==> config.mk <==
export PLATFORM = sky130hd
export DESIGN_NAME = intprio_ctrl
export DESIGN_NICKNAME = d
export VERILOG_FILES = /design/src/rtl/intprio_pkg.sv /design/src/rtl/ext_sampler.sv /design/src/rtl/prio_pick.sv /design/src/rtl/isr_stack.sv /design/src/rtl/intprio_ctrl.sv
export SDC_FILE = /design/constraint.sdc
export NUM_CORES = 1
export LEC_CHECK = 0
export BUFFER_PORTS_ARGS = -buffer_cell sky130_fd_sc_hd__buf_4
export CAP_MARGIN = 20
export CORE_ASPECT_RATIO = 0.6
export CORE_MARGIN = 10
export CORE_UTILIZATION = 55
export DETAILED_ROUTE_END_ITERATION = 12
export PLACE_DENSITY = 0.88
export SYNTH_ARGS = -nofsm -noshare
export SYNTH_HDL_FRONTEND = slang
export SYNTH_SLANG_ARGS = --single-unit
==> constraint.sdc <==
create_clock -name clk -period 29.7 [get_ports clk]
set_input_delay 5.94 -clock clk [delete_from_list [all_inputs] [get_ports clk]]
set_output_delay 5.94 -clock clk [all_outputs]
set_load 0.01 [all_outputs]
==> src/rtl/intprio_pkg.sv <==
package intprio_pkg;
  typedef logic [1:0] lvl_t;

  // clear the highest set bit of the in-service set
  function automatic logic [3:0] drop_top(input logic [3:0] s);
    logic [3:0] r;
    logic done;
    r = s;
    done = 1'b0;
    for (int k = 3; k >= 0; k--) begin
      if (!done && s[k]) begin
        r[k] = 1'b0;
        done = 1'b1;
      end
    end
    return r;
  endfunction

  // a level may interrupt only if no active level is at or above it
  function automatic logic may_preempt(input logic [3:0] s, input lvl_t l);
    return (s >> l) == 4'd0;
  endfunction

  function automatic int unsigned vec_of(input int unsigned base, input int unsigned stride,
                                         input int unsigned idx);
    return base + idx * stride;
  endfunction
endpackage

==> src/rtl/ext_sampler.sv <==
module ext_sampler (
  input  logic clk,
  input  logic rst_n,
  input  logic tick,
  input  logic pin,
  input  logic edge_mode,
  input  logic clr,
  output logic req
);
  logic samp_q, flag_q, fall;

  assign fall = tick && samp_q && !pin;

  always_ff @(posedge clk or negedge rst_n) begin
    if (!rst_n) begin
      samp_q <= 1'b1;
      flag_q <= 1'b0;
    end else begin
      if (tick) samp_q <= pin;
      if (fall && edge_mode) flag_q <= 1'b1;
      else if (clr) flag_q <= 1'b0;
    end
  end

  assign req = edge_mode ? flag_q : !samp_q;

  // a sampled high-to-low pair latches the flag
  p_edge_sets_flag_r9: assert property (@(posedge clk) disable iff (!rst_n)
    (fall && edge_mode) |=> flag_q);
  // acknowledge without a fresh fall clears the flag
  p_ack_clears_flag_r9: assert property (@(posedge clk) disable iff (!rst_n)
    (clr && !(fall && edge_mode)) |=> !flag_q);
endmodule

==> src/rtl/prio_pick.sv <==
module prio_pick #(
  parameter int NSRC = 12,
  localparam int IW = $clog2(NSRC)
) (
  input  logic [NSRC-1:0] req,
  input  logic [NSRC-1:0] en,
  input  logic            glb,
  input  logic [NSRC-1:0] hi,
  input  logic [NSRC-1:0] lo,
  input  logic [3:0]      isv,
  output logic            any,
  output logic [IW-1:0]   idx,
  output intprio_pkg::lvl_t lvl
);
  import intprio_pkg::*;

  always_comb begin
    any = 1'b0;
    idx = '0;
    lvl = 2'd0;
    for (int i = 0; i < NSRC; i++) begin
      if (req[i] && en[i] && glb && may_preempt(isv, {hi[i], lo[i]})) begin
        // strict compare keeps the lowest index on a tie
        if (!any || {hi[i], lo[i]} > lvl) begin
          any = 1'b1;
          idx = IW'(i);
          lvl = {hi[i], lo[i]};
        end
      end
    end
  end
endmodule

==> src/rtl/isr_stack.sv <==
module isr_stack (
  input  logic clk,
  input  logic rst_n,
  input  logic push,
  input  intprio_pkg::lvl_t push_lvl,
  input  logic pop,
  output logic [3:0] isv
);
  import intprio_pkg::*;

  always_ff @(posedge clk or negedge rst_n) begin
    if (!rst_n) isv <= 4'd0;
    else if (pop) isv <= drop_top(isv);
    else if (push) isv[push_lvl] <= 1'b1;
  end

  // taking a vector marks its level active
  p_push_marks_level_r8: assert property (@(posedge clk) disable iff (!rst_n)
    (push && !pop) |=> isv[$past(push_lvl)]);
  // a return removes exactly one active level
  p_pop_drops_one_r8: assert property (@(posedge clk) disable iff (!rst_n)
    (pop && !push && isv != 4'd0) |=> $countones(isv) == $countones($past(isv)) - 1);
endmodule

==> src/rtl/intprio_ctrl.sv <==
module intprio_ctrl #(
  parameter int NSRC       = 12,
  parameter int VW         = 16,
  parameter int VEC_BASE   = 3,
  parameter int VEC_STRIDE = 8,
  parameter int EXT0_IDX   = 0,
  parameter int EXT1_IDX   = 2,
  localparam int IW = $clog2(NSRC)
) (
  input  logic            clk,
  input  logic            rst_n,
  input  logic [NSRC-1:0] src_flag,
  input  logic [NSRC-1:0] src_en,
  input  logic            glb_en,
  input  logic [NSRC-1:0] prio_hi,
  input  logic [NSRC-1:0] prio_lo,
  input  logic [1:0]      ext_pin,
  input  logic [1:0]      ext_edge,
  input  logic            insn_bound,
  input  logic            vec_ack,
  input  logic            reti,
  output logic            irq,
  output logic [IW-1:0]   irq_idx,
  output logic [VW-1:0]   irq_vec,
  output logic [3:0]      in_service
);
  import intprio_pkg::*;

  logic phase_q;
  logic [1:0] ext_req;
  logic [NSRC-1:0] req_all;
  logic win_any, capture, taken;
  logic [IW-1:0] win_idx;
  lvl_t win_lvl, hold_lvl;

  // machine cycle = two clocks; sample on the second
  always_ff @(posedge clk or negedge rst_n) begin
    if (!rst_n) phase_q <= 1'b0;
    else phase_q <= !phase_q;
  end

  assign taken = vec_ack && irq;

  for (genvar g = 0; g < 2; g++) begin : g_ext
    localparam int XI = (g == 0) ? EXT0_IDX : EXT1_IDX;
    ext_sampler u_smp (
      .clk(clk), .rst_n(rst_n), .tick(phase_q), .pin(ext_pin[g]),
      .edge_mode(ext_edge[g]), .clr(taken && irq_idx == IW'(XI)), .req(ext_req[g])
    );
  end

  always_comb begin
    req_all = src_flag;
    req_all[EXT0_IDX] = ext_req[0];
    req_all[EXT1_IDX] = ext_req[1];
  end

  prio_pick #(.NSRC(NSRC)) u_pick (
    .req(req_all), .en(src_en), .glb(glb_en), .hi(prio_hi), .lo(prio_lo),
    .isv(in_service), .any(win_any), .idx(win_idx), .lvl(win_lvl)
  );

  assign capture = insn_bound && !irq && win_any;

  always_ff @(posedge clk or negedge rst_n) begin
    if (!rst_n) begin
      irq      <= 1'b0;
      irq_idx  <= '0;
      hold_lvl <= 2'd0;
    end else if (capture) begin
      irq      <= 1'b1;
      irq_idx  <= win_idx;
      hold_lvl <= win_lvl;
    end else if (taken) begin
      irq <= 1'b0;
    end
  end

  assign irq_vec = VW'(vec_of(VEC_BASE, VEC_STRIDE, 32'(irq_idx)));

  isr_stack u_stack (
    .clk(clk), .rst_n(rst_n), .push(taken), .push_lvl(hold_lvl),
    .pop(reti), .isv(in_service)
  );

  // captured winner is frozen until acknowledged
  p_idx_hold_r7: assert property (@(posedge clk) disable iff (!rst_n)
    (irq && !vec_ack) |=> (irq && $stable(irq_idx)));
  // a new request is strictly above every active level
  p_strict_preempt_r5: assert property (@(posedge clk) disable iff (!rst_n)
    $rose(irq) |-> may_preempt(in_service, hold_lvl));
  // nothing is raised while the top level is active
  p_top_level_closed_r6: assert property (@(posedge clk) disable iff (!rst_n)
    in_service[3] |-> !$rose(irq));
  // no request is raised without the global enable
  p_global_gate_r2: assert property (@(posedge clk) disable iff (!rst_n)
    $rose(irq) |-> $past(glb_en));
endmodule

# --- Word-level counts from Yosys, hierarchy flattened ---
# Cells that the tools add are included.
totals:
  ff_bits: 16
  inputBits: 58
  output_inout_bits: 25
  wordCells: 234
op_classes:
  addsub: 1
  n_lt_le_gt_ge: 13
  n_eq_ne: 4
  shifts: 12
  n_mux: 89
  bitwise_logic: 1
  reduce_logical: 102
op_table:
  columns: ["cell", "count"]
  rows:
  - ["2-to-1 mux 4 bit", 23]
  - ["zero test 4 bit", 13]
  - ["logical AND 1 bit", 51]
  - [">> shifter 4 x 2 -> 4 bit", 12]
  - ["2-to-1 mux 2 bit", 23]
  - ["2-to-1 mux 1 bit", 42]
  - ["> comparator 2 bit", 11]
  - ["zero test 1 bit", 20]
  - ["logical OR 1 bit", 11]
  - ["adder 2 x 7 -> 8 bit (first input constant)", 1]
  - ["nonzero test 2 bit", 4]
  - ["!= test 2 x 1 -> 1 bit (second input constant)", 3]
  - ["AND reduction 2 bit", 3]
  - ["== test 4 x 2 -> 1 bit (second input constant)", 1]
  - ["bitwise OR 4 bit", 1]
  - ["less-than comparator 2 x 3 -> 1 bit (second input constant)", 1]
  - ["demux 1 bit (select 2 bit)", 1]
  - [">= comparator 2 x 1 -> 1 bit (second input constant)", 1]

# --- Depth between registers and ports, before layout ---
# Gate-level depths: netlist (run 1).
logic_depth:
  word_depth: 52
  ltp_mapped: 81
  depth_no_buf: 79

# --- Cells and area by module ---
# From an unflattened synthesis (run 1), not the netlist that was laid out.
hier_totals:
  cells_unflattened: 341
  area_unflattened_um2: 2582.5
by_module_without_submodules:
  columns: ["mod", "n_inst", "cells_per_inst", "area_each_um2", "seq_area_each_um2"]
  rows:
  - ["prio_pick", 1, 269, 1749.2, 0.0]
  - ["intprio_ctrl", 1, 40, 459.2, 200.2]
  - ["isr_stack", 1, 16, 188.9, 100.1]
  - ["ext_sampler", 2, 8, 92.6, 51.3]

# --- Worst setup path after synthesis (run 1) ---
# No wires, ideal clock.
synth_path:
  kind: "input-to-reg"
  startpoint: "input port glb_en"
  endpoint: "register hold_lvl[0]"
  setup_ns: 0.124
  t_arrival_ns: 19.204
  required_ns: 29.576
  slack_ns: 10.372
  cell_stages: 72
  path_buffers: 1
  path_cell_list: "and2b_1 -> o2111ai_4 -> nor3b_1 -> inv_1 -> ha_1 -> nor2b_1 -> a2bb2oi_1 -> or3_4 -> a32oi_2 -> ha_1 -> nor2b_1 -> o21ai_0 -> a211oi_1 -> a21oi_2 -> inv_1 -> ha_1 -> nor2b_1 -> a2bb2oi_1 -> [36 not listed] -> ha_1 -> nor2_1 -> a31oi_1 -> o311a_1 -> and2_1 -> a31oi_2 -> ha_1 -> nor2b_1 -> o21ai_0 -> a21o_1 -> nand2b_1 -> o22ai_1 -> ha_1 -> nor2b_1 -> o21ai_0 -> a21o_2 -> or2b_2 -> o31a_1"
synth_between:
  elab_chain_len: 48
  word_cells_on_any_way: 104
  cone_classes: "order compare (11); mux (46); reduce/logical (47)"
synth_lines:
  columns: ["element", "line_no", "source"]
  rows:
  - ["from (decl)", "intprio_ctrl.sv:14", "input logic glb_en,"]
  - ["logical AND 1 bit (2 in series)", "prio_pick.sv:22", "if (req[i] && en[i] && glb && may_preempt(isv, {hi[i], lo[i]})) begin"]
  - ["2-to-1 mux 2 bit or 2-to-1 mux 1 bit (tied branches)", "prio_pick.sv:22", null]
  - ["> comparator 2 bit or zero test 1 bit (tied branches)", "prio_pick.sv:24", "if (!any || {hi[i], lo[i]} > lvl) begin"]
  - ["logical OR 1 bit", "prio_pick.sv:24", null]
  - ["2-to-1 mux 2 bit or 2-to-1 mux 1 bit (tied branches)", "prio_pick.sv:24", null]
  - ["2-to-1 mux 2 bit or 2-to-1 mux 1 bit (tied branches)", "prio_pick.sv:22", null]
  - ["> comparator 2 bit or zero test 1 bit (tied branches)", "prio_pick.sv:24", null]
  - ["logical OR 1 bit", "prio_pick.sv:24", null]
  - ["[31 not listed]", null, null]
  - ["logical OR 1 bit", "prio_pick.sv:24", null]
  - ["2-to-1 mux 2 bit or 2-to-1 mux 1 bit (tied branches)", "prio_pick.sv:24", null]
  - ["2-to-1 mux 2 bit or 2-to-1 mux 1 bit (tied branches)", "prio_pick.sv:22", null]
  - ["> comparator 2 bit or zero test 1 bit (tied branches)", "prio_pick.sv:24", null]
  - ["logical OR 1 bit", "prio_pick.sv:24", null]
  - ["2-to-1 mux 1 bit", "prio_pick.sv:24", null]
  - ["2-to-1 mux 1 bit", "prio_pick.sv:22", null]
  - ["logical AND 1 bit", "intprio_ctrl.sv:63", "assign capture = insn_bound && !irq && win_any;"]
  - ["to (signal assigned)", "intprio_ctrl.sv:73", "hold_lvl <= win_lvl;"]
  - ["to (decl)", "intprio_ctrl.sv:34", "lvl_t win_lvl, hold_lvl;"]
# Parallel ways exist; a longest one is shown, timed or not.
# A chain may end at the register's enable or synchronous reset.

# --- Worst setup path in the final report (run 1) ---
layout_path:
  startpoint: "input port glb_en"
  endpoint: "register irq_idx[1]"
layout_between:
  elab_chain_len: 48
  word_cells_on_any_way: 122
  cone_classes: "order compare (11); mux (64); reduce/logical (47)"
layout_lines:
  columns: ["element", "line_no", "source"]
  rows:
  - ["logical AND 1 bit (2 in series)", "prio_pick.sv:22", null]
  - ["2-to-1 mux 2 bit or 2-to-1 mux 1 bit (tied branches)", "prio_pick.sv:22", null]
  - ["> comparator 2 bit or zero test 1 bit (tied branches)", "prio_pick.sv:24", null]
  - ["logical OR 1 bit", "prio_pick.sv:24", null]
  - ["2-to-1 mux 2 bit or 2-to-1 mux 1 bit (tied branches)", "prio_pick.sv:24", null]
  - ["2-to-1 mux 2 bit or 2-to-1 mux 1 bit (tied branches)", "prio_pick.sv:22", null]
  - ["> comparator 2 bit or zero test 1 bit (tied branches)", "prio_pick.sv:24", null]
  - ["logical OR 1 bit", "prio_pick.sv:24", null]
  - ["[31 not listed]", null, null]
  - ["logical OR 1 bit", "prio_pick.sv:24", null]
  - ["2-to-1 mux 2 bit or 2-to-1 mux 1 bit (tied branches)", "prio_pick.sv:24", null]
  - ["2-to-1 mux 2 bit or 2-to-1 mux 1 bit (tied branches)", "prio_pick.sv:22", null]
  - ["> comparator 2 bit or zero test 1 bit (tied branches)", "prio_pick.sv:24", null]
  - ["logical OR 1 bit", "prio_pick.sv:24", null]
  - ["2-to-1 mux 1 bit", "prio_pick.sv:24", null]
  - ["2-to-1 mux 1 bit", "prio_pick.sv:22", null]
  - ["logical AND 1 bit", "intprio_ctrl.sv:63", null]
  - ["to (signal assigned)", "intprio_ctrl.sv:72", "irq_idx <= win_idx;"]
  - ["to (decl)", "intprio_ctrl.sv:23", "output logic [IW-1:0] irq_idx,"]
# Parallel ways exist; a longest one is shown, timed or not.

==> metrics.md, run 1 <==
| Metric | Value |
|---|---|
| Critical Path Start Type | `input pin` |
| Outcome | `finished clean` |
| Final Hold Violating Endpoints | `0` |
| Die Footprint | `0.00786 mm2` |
| Area of the multi-input gates | `0.00193 mm2` |
| Min-Delay Path Class | `flop to flop` |
| Most used cell, CP | `ha_1` |
| Share of layout cells above drive strength 1 | `0.282` |
| Worst Skew | `0.00179 ns` |
| Worst Setup End Kind | `flop` |
| GRT overflow | `0` |
| Largest area contributor in the netlist | `dfrtp_1` |
| Yosys cell types | `82` |
| Avg Synthesized Cell Area | `7.81 um2` |
| Port Buffers | `68` |
| Worst-Skew Late Latency | `0.25 ns` |
| Vias in the first global route | `between 2000 and 3000` |
| Sequential share of power | `0.241` |
| Initial antenna violation count | `0` |
| Die Ht | `between 70 and 80 um` |
| Synthesized area | `roughly 0.0026 mm2` |
| Fmax | `~45 MHz` |
| DRC | `0` |
| Initial core utilization | `0.565` |
| Max_slew headroom | `0.423` |
| Ports | `83` |
| Setup TNS Final | `0 ns` |
| WS Path Type | `input pin to flop` |
| H-tree Lvls | `1` |
| Iter 0 DRT Violations | `around 220` |
| Synth top area share | `0.137` |
| Nets | `466` |
| PwrDens | `48.6 mW/mm2` |
| Pre-antenna DRT Iters | `5` |
| CTS tree | `yes` |
| Pins over their slew limit | `0` |
| Worst VDD drop | `0.0261 mV` |
| Worst Path Arrival | `22.30 ns` |
| R2R Path Start | `u_stack.isv[2]$_DFFE_PN0P_` |
| Reg area | `403 um2` |
| Area Overhead vs Synth | `20.3%` |
| Core Region | `roughly 0.0045 mm2` |
| Cts-stage hold buffer count | `0` |
| Vias | `2712` |
| Most frequent cells in the layout | `buf_4, nand2_1, a21oi_1, inv_1, nor2_1` |
| Largest net degree at the start of global routing | `17` |
| ANT nets after route | `0` |
| Gate power share | `0.630` |
| Post-DR wirelength/cell | `about 17 um` |
| Final period util | `0.747` |
| Clock root buffer | `clkbuf_8` |
| RSZ-0062 raised after global routing | `false` |
| Sw frac | `0.447` |
| Filler instances | `388` |
| Final setup fails | `0` |
| CTS Sinks | `16` |
| Hold Crit Start | `phase_q$_DFF_PN0_` |
| DP HPWL | `6390 um` |
| # rows | `19` |
| Vias/cell | `6.03` |
| Top post-synthesis cells by area | `dfrtp_1, ha_1, a21oi_1` |
| Post-synthesis sequential area ratio | `0.158` |
| Num CTS Buffers | `3` |
| Routability Congestion | `approximately 0.91` |
| # diodes | `0` |
| Slowest CP cell | `a2111oi_1` |
| Final hold slack | `0.514 ns` |
| Register clock-pin slew on the reported worst setup and hold paths | `~0.060 ns` |
| Commonest non-fill, non-tap cell in the layout | `buf_4` |
| Post-CTS setup buffers | `0` |
| Yosys warns | `0` |
| Switching Power | `roughly 0.067 mW` |
| Worst Path Required | `~30 ns` |
| Clock buffer depth | `2` |
| Max-cap viol count | `0` |
| Internal power | `0.0825 mW` |
| Synth Flop Type | `dfrtp_1` |
| CP peak stage delay | `approximately 0.74 ns` |
| First-pass GRT wire length | `12400 um` |
| Critical path fanouts, max | `11` |
| Final min period | `~22 ns` |
| Post-CTS Resized | `0` |
| All-Layer GR Usage | `0.187` |
| Gate Count Post-Synth | `327` |
| Post-synth EDFFs | `0` |
| Worst slew pin tran | `0.863 ns` |
| Pleak | `between 1 and 1.5 nW` |
| Synth Register Bits | `16` |
| Crit. Startpoint | `glb_en` |
| Clock power frac | `0.129` |
| Post-Route WL | `7710 um` |
| Fraction of registers with async set/reset | `1.00` |
| Die width | `108 um` |
## registers in the layout, indices dropped and copies added, names as in the netlist
signal	flops
irq_idx	4
u_stack.isv	4
g_ext.u_smp.flag_q	2
g_ext.u_smp.samp_q	2
hold_lvl	2
irq	1
phase_q	1
## area by class of cell
cell class / count / area share
clock buffers: 4 / 0.0179
well taps: 63 / 0.0257
repair buffers: 68 / 0.166
flip-flops and latches: 16 / 0.131
inverters: 26 / 0.0318
multi-input cells: 273 / 0.627
## through the flow
step	worst slack, ns	instance area (um2)	total power [mW]	instances	utilization
after detailed placement	7.66	3020	0.128	446	0.668
after global routing	6.43	3070	0.161	450	0.680
after floorplan	10.37	2590	0.100	337	-
after CTS	7.84	3070	0.148	450	0.680
final	7.51	3070	0.149	450	0.680
after global placement	8.05	3020	0.124	446	0.668
## power by group through the flow
| stage | clock [mW] | sequential (mW) | combinational (mW) |
|---|---|---|---|
| after floorplan | 0 | 0.0348 | 0.0654 |
| after global placement | 0 | 0.0356 | 0.0881 |
| after detailed placement | 0 | 0.0359 | 0.0921 |
| after CTS | 0.0195 | 0.0356 | 0.0928 |
| after global routing | 0.0206 | 0.0366 | 0.104 |
| final | 0.0193 | 0.0359 | 0.0939 |
## critical path, delay by kind of cell
family	cells	cell delay (ns)
fa+ha+maj	11	2.90
simple gates	22	4.30
buf+inv	4	0.31
compound gates	37	8.48
mux	1	0.35
## worst paths after layout
path,end,slack (ns),cells after the start
max in group asynchronous,g_ext[1].u_smp.samp_q$_DFFE_PN1P_,23.92,1
min in group asynchronous,g_ext[0].u_smp.flag_q$_DFFE_PN0P_,5.53,1
hold / removal,phase_q$_DFF_PN0_,0.51,1
hold reg to reg,phase_q$_DFF_PN0_,0.51,1
setup reg to reg,irq_idx[1]$_DFFE_PN0P_,12.75,74
setup / recovery,irq_idx[1]$_DFFE_PN0P_,7.51,75
## routing by layer
metal / vias up / wire length, um / global-route usage
met4: 0 / 73 / 0.0369
met5: - / 0 / 0
met2: 154 / 3320 / 0.294
li1: 1306 / - / -
met3: 12 / 854 / 0.0459
met1: 1240 / 3460 / 0.254
## logic make-up after synthesis
group / count (synthesis) / share of synthesized area
compound gates: 124 / 0.389
simple gates: 113 / 0.229
buf+inv: 48 / 0.102
fa+ha+maj: 20 / 0.0980
flops: 16 / 0.158
mux: 4 / 0.0206
other cells: 2 / 0.00294
## cells in the mapped netlist, drive strengths merged, types with 8 or more instances
cell	number
a21oi	32
a31oi	8
buf	22
dfrtp	14
ha	20
inv	26
nand2	33
nand2b	11
nor2	23
nor2b	8
o21ai	20
(Power assumes the default switching activity.)
==> run 2, diff against run 1 <==
ABC_AREA = 1   (was default)
CORE_UTILIZATION = 51   (was 55)
PLACE_DENSITY = 0.84   (was 0.88)
clock period = 21.6 ns   (was 29.7 ns; I/O delays follow)
==> metrics.md, run 2 <==
| Metric | Value |
|---|---|
| Die width | `106 um (was 108 um)` |
| R2R setup slack | `9.35 ns (was 12.75 ns)` |
| Commonest non-fill, non-tap cell in the layout | `nand2_1 (was buf_4)` |
| # rows | `18 (was 19)` |
| Vias | `2551 (was 2712)` |
| Cts-stage hold buffer count | `0 (unchanged)` |
| Largest net degree at the start of global routing | `17 (unchanged)` |
| WS Path Type | `input pin to flop (unchanged)` |
| Vias in the first global route | `2498 (was 2662)` |
| Port Buffers | `68 (unchanged)` |
| Most frequent cells in the layout | `nand2_1, buf_4, inv_1, o21ai_0, nand3_1 (was buf_4, nand2_1, a21oi_1, inv_1, nor2_1)` |
| R2R cell count | `95 (was 74)` |
| Post-DR wirelength/cell | `13.8 um (was 17.1 um)` |
| Fmax | `~63 MHz` |
| Most used cell, CP | `nand2_1 (was ha_1)` |
| Final hold slack | `0.500 ns (was 0.514 ns)` |
| Clock root buffer | `clkbuf_8 (unchanged)` |
| H-tree Lvls | `1 (unchanged)` |
| Post-synthesis sequential area ratio | `0.180 (was 0.158)` |
| Final Hold Violating Endpoints | `0 (unchanged)` |
| Top post-synthesis cells by area | `nand2_1, dfrtp_1, ha_1 (was dfrtp_1, ha_1, a21oi_1)` |
| Final setup fails | `0 (unchanged)` |
| Fraction of registers with async set/reset | `1.00 (unchanged)` |
| R2R Path Start | `u_stack.isv[3]$_DFFE_PN0P_ (was u_stack.isv[2]$_DFFE_PN0P_)` |
| RSZ-0062 raised after global routing | `false (unchanged)` |
| Yosys warns | `0 (unchanged)` |
| Most frequent cells after synthesis | `nand2_1, inv_1, o21ai_0 (was nand2_1, a21oi_1, inv_1)` |
| Pins over their slew limit | `0 (unchanged)` |
| All-Layer GR Usage | `0.172 (was 0.187)` |
| Final min period | `15.91 ns` |
| Nets | `513 (was 466)` |
| Pleak | `1.64 nW (was 1.40 nW)` |
| Register clock-pin slew on the reported worst setup and hold paths | `0.06 ns (about the same)` |
| CTS Sinks | `16 (unchanged)` |
| Avg Synthesized Cell Area | `6.03 um2 (was 7.81 um2)` |
| Synth Register Bits | `16 (unchanged)` |
| End-of-flow core utilization | `0.666 (was 0.680)` |
| Critical Path Start Type | `input pin (unchanged)` |
| Num CTS Buffers | `3 (unchanged)` |
| Worst path depth | `95 (was 75)` |
| DRC | `0 (unchanged)` |
| Gate Count Post-Synth | `371 (was 327)` |
| Most common cell in the netlist | `nand2_1 (unchanged)` |
| Synthesized area | `0.00224 mm2 (was 0.00255 mm2)` |
| Worst VDD drop | `0.0386 mV (was 0.0261 mV)` |
| Post-Route WL | `6800 um (was 7710 um)` |
| CP endpoint | `irq_idx[2]$_DFFE_PN0P_ (was irq_idx[1]$_DFFE_PN0P_)` |
| GRT overflow | `0 (unchanged)` |
| Final period util | `0.736` |
| RR Endpoint | `irq_idx[2]$_DFFE_PN0P_ (was irq_idx[1]$_DFFE_PN0P_)` |
| Pre-antenna DRT Iters | `4 (was 5)` |
| CTS tree | `yes (unchanged)` |
| Vias/cell | `5.16 (was 6.03)` |
| Max-cap viol count | `0 (unchanged)` |
| Share of layout cells above drive strength 1 | `0.217 (was 0.282)` |
| Outcome | `finished clean (unchanged)` |
| Worst Path Arrival | `16.09 ns (was 22.30 ns)` |
| Worst Skew | `0.000989 ns (was 0.00179 ns)` |
| ANT nets after route | `0 (unchanged)` |
| Die Ht | `71.3 um (was 72.8 um)` |
| Worst slew pin tran | `0.830 ns (was 0.863 ns)` |
| Synth Flop Type | `dfrtp_1 (unchanged)` |
| Setup TNS Final | `0 ns (unchanged)` |
| Post-CTS Resized | `0 (unchanged)` |
| Worst-Skew Late Latency | `0.25 ns (about the same)` |
| Max_slew headroom | `0.444 (was 0.423)` |
| Largest area contributor in the netlist | `nand2_1 (was dfrtp_1)` |
| Initial antenna violation count | `0 (unchanged)` |
| Post-synth EDFFs | `0 (unchanged)` |
| Clock buffer depth | `2 (unchanged)` |
| CP delay by family, top | `simple AND/OR/NAND/NOR gates (was compound AO/OA/AOI/OAI gates)` |
| Critical path fanouts, max | `11 (unchanged)` |
| CP peak stage delay | `0.34 ns (was 0.74 ns)` |
| Routability Congestion | `0.893 (was 0.909)` |
| # diodes | `0 (unchanged)` |
| PwrDens | `70.6 mW/mm2 (was 48.6 mW/mm2)` |
| Yosys cell types | `33 (was 82)` |
| Registers with the most flip-flops | `irq_idx: 4 flops, u_stack.isv: 4 flops (unchanged)` |
| Area Overhead vs Synth | `24.0% (was 20.3%)` |
| Slowest CP cell | `inv_1 (was a2111oi_1)` |
| Crit. Startpoint | `glb_en (unchanged)` |
| Worst Path Buf+Inv | `16 (was 4)` |
| Synth top area share | `0.163 (was 0.137)` |
| Initial core utilization | `0.537 (was 0.565)` |
| Min-Delay Path Class | `flop to flop (unchanged)` |
| Core Region | `0.00417 mm2 (was 0.00452 mm2)` |
| Ports | `83 (unchanged)` |
| Iter 0 DRT Violations | `143 (was 219)` |
| Die Footprint | `0.00753 mm2 (was 0.00786 mm2)` |
| Worst Path Required | `21.78 ns (was 29.80 ns)` |
| First-pass GRT wire length | `11100 um (was 12400 um)` |
| Post-CTS setup buffers | `0 (unchanged)` |
| DP HPWL | `5660 um (was 6390 um)` |
| Worst Setup End Kind | `flop (unchanged)` |
[run 2: per-stage QoR]
step / cell area (um2) / power [mW] / setup slack, ns / cells
2_1_floorplan: 2280 / 0.130 / 7.41 / 381
3_3_place_gp: 2720 / 0.162 / 5.90 / 490
3_5_place_dp: 2720 / 0.168 / 5.54 / 490
4_1_cts: 2780 / 0.195 / 5.75 / 494
5_1_grt: 2780 / 0.215 / 4.43 / 494
6_report: 2780 / 0.196 / 5.69 / 494
[run 2: area by class of cell]
type	instances	area, um2
clock buffer	4	55.1
fill	388	1390
inverter	66	250
multi-input combinational	280	1480
sequential	16	403
tap	60	75.1
timing repair buffer	68	510
[run 2: logic make-up (layout without fill, tap and decap cells)]
group / after synthesis / in the layout / synth area share
buffers and inverters: 85 / 138 / 0.174
other: 2 / 12 / 0.00336
flip-flops: 16 / 16 / 0.180
AO/OA/AOI/OAI: 74 / 74 / 0.191
adder cells (fa/ha/maj): 20 / 20 / 0.112
AND/OR/NAND/NOR: 174 / 174 / 0.339
[run 2: where the power goes]
group	leakage, nW	internal (mW)	switching [mW]
logic	1.42	0.0501	0.0717
clock network	0.0288	0.0162	0.0103
registers	0.195	0.0389	0.00888
[run 2: worst min-delay path by stage]
stage	from	to	slack [ns]	cells after the start
3_5_place_dp	phase_q$_DFF_PN0_	phase_q$_DFF_PN0_	0.49	1
5_1_grt	g_ext[0].u_smp.flag_q$_DFFE_PN0P_	g_ext[0].u_smp.flag_q$_DFFE_PN0P_	0.52	2
6_report	phase_q$_DFF_PN0_	phase_q$_DFF_PN0_	0.50	1
4_1_cts	phase_q$_DFF_PN0_	phase_q$_DFF_PN0_	0.50	1
2_1_floorplan	phase_q$_DFF_PN0_	phase_q$_DFF_PN0_	0.44	1
3_3_place_gp	phase_q$_DFF_PN0_	phase_q$_DFF_PN0_	0.48	1
[run 2: layer usage]
metal	vias to the layer above	part of all wire	track usage
met3	10	0.073	0.0375
met5	-	0	0
met1	1144	0.45	0.210
met2	94	0.46	0.302
met4	0	0.015	0.0419
li1	1303	-	-
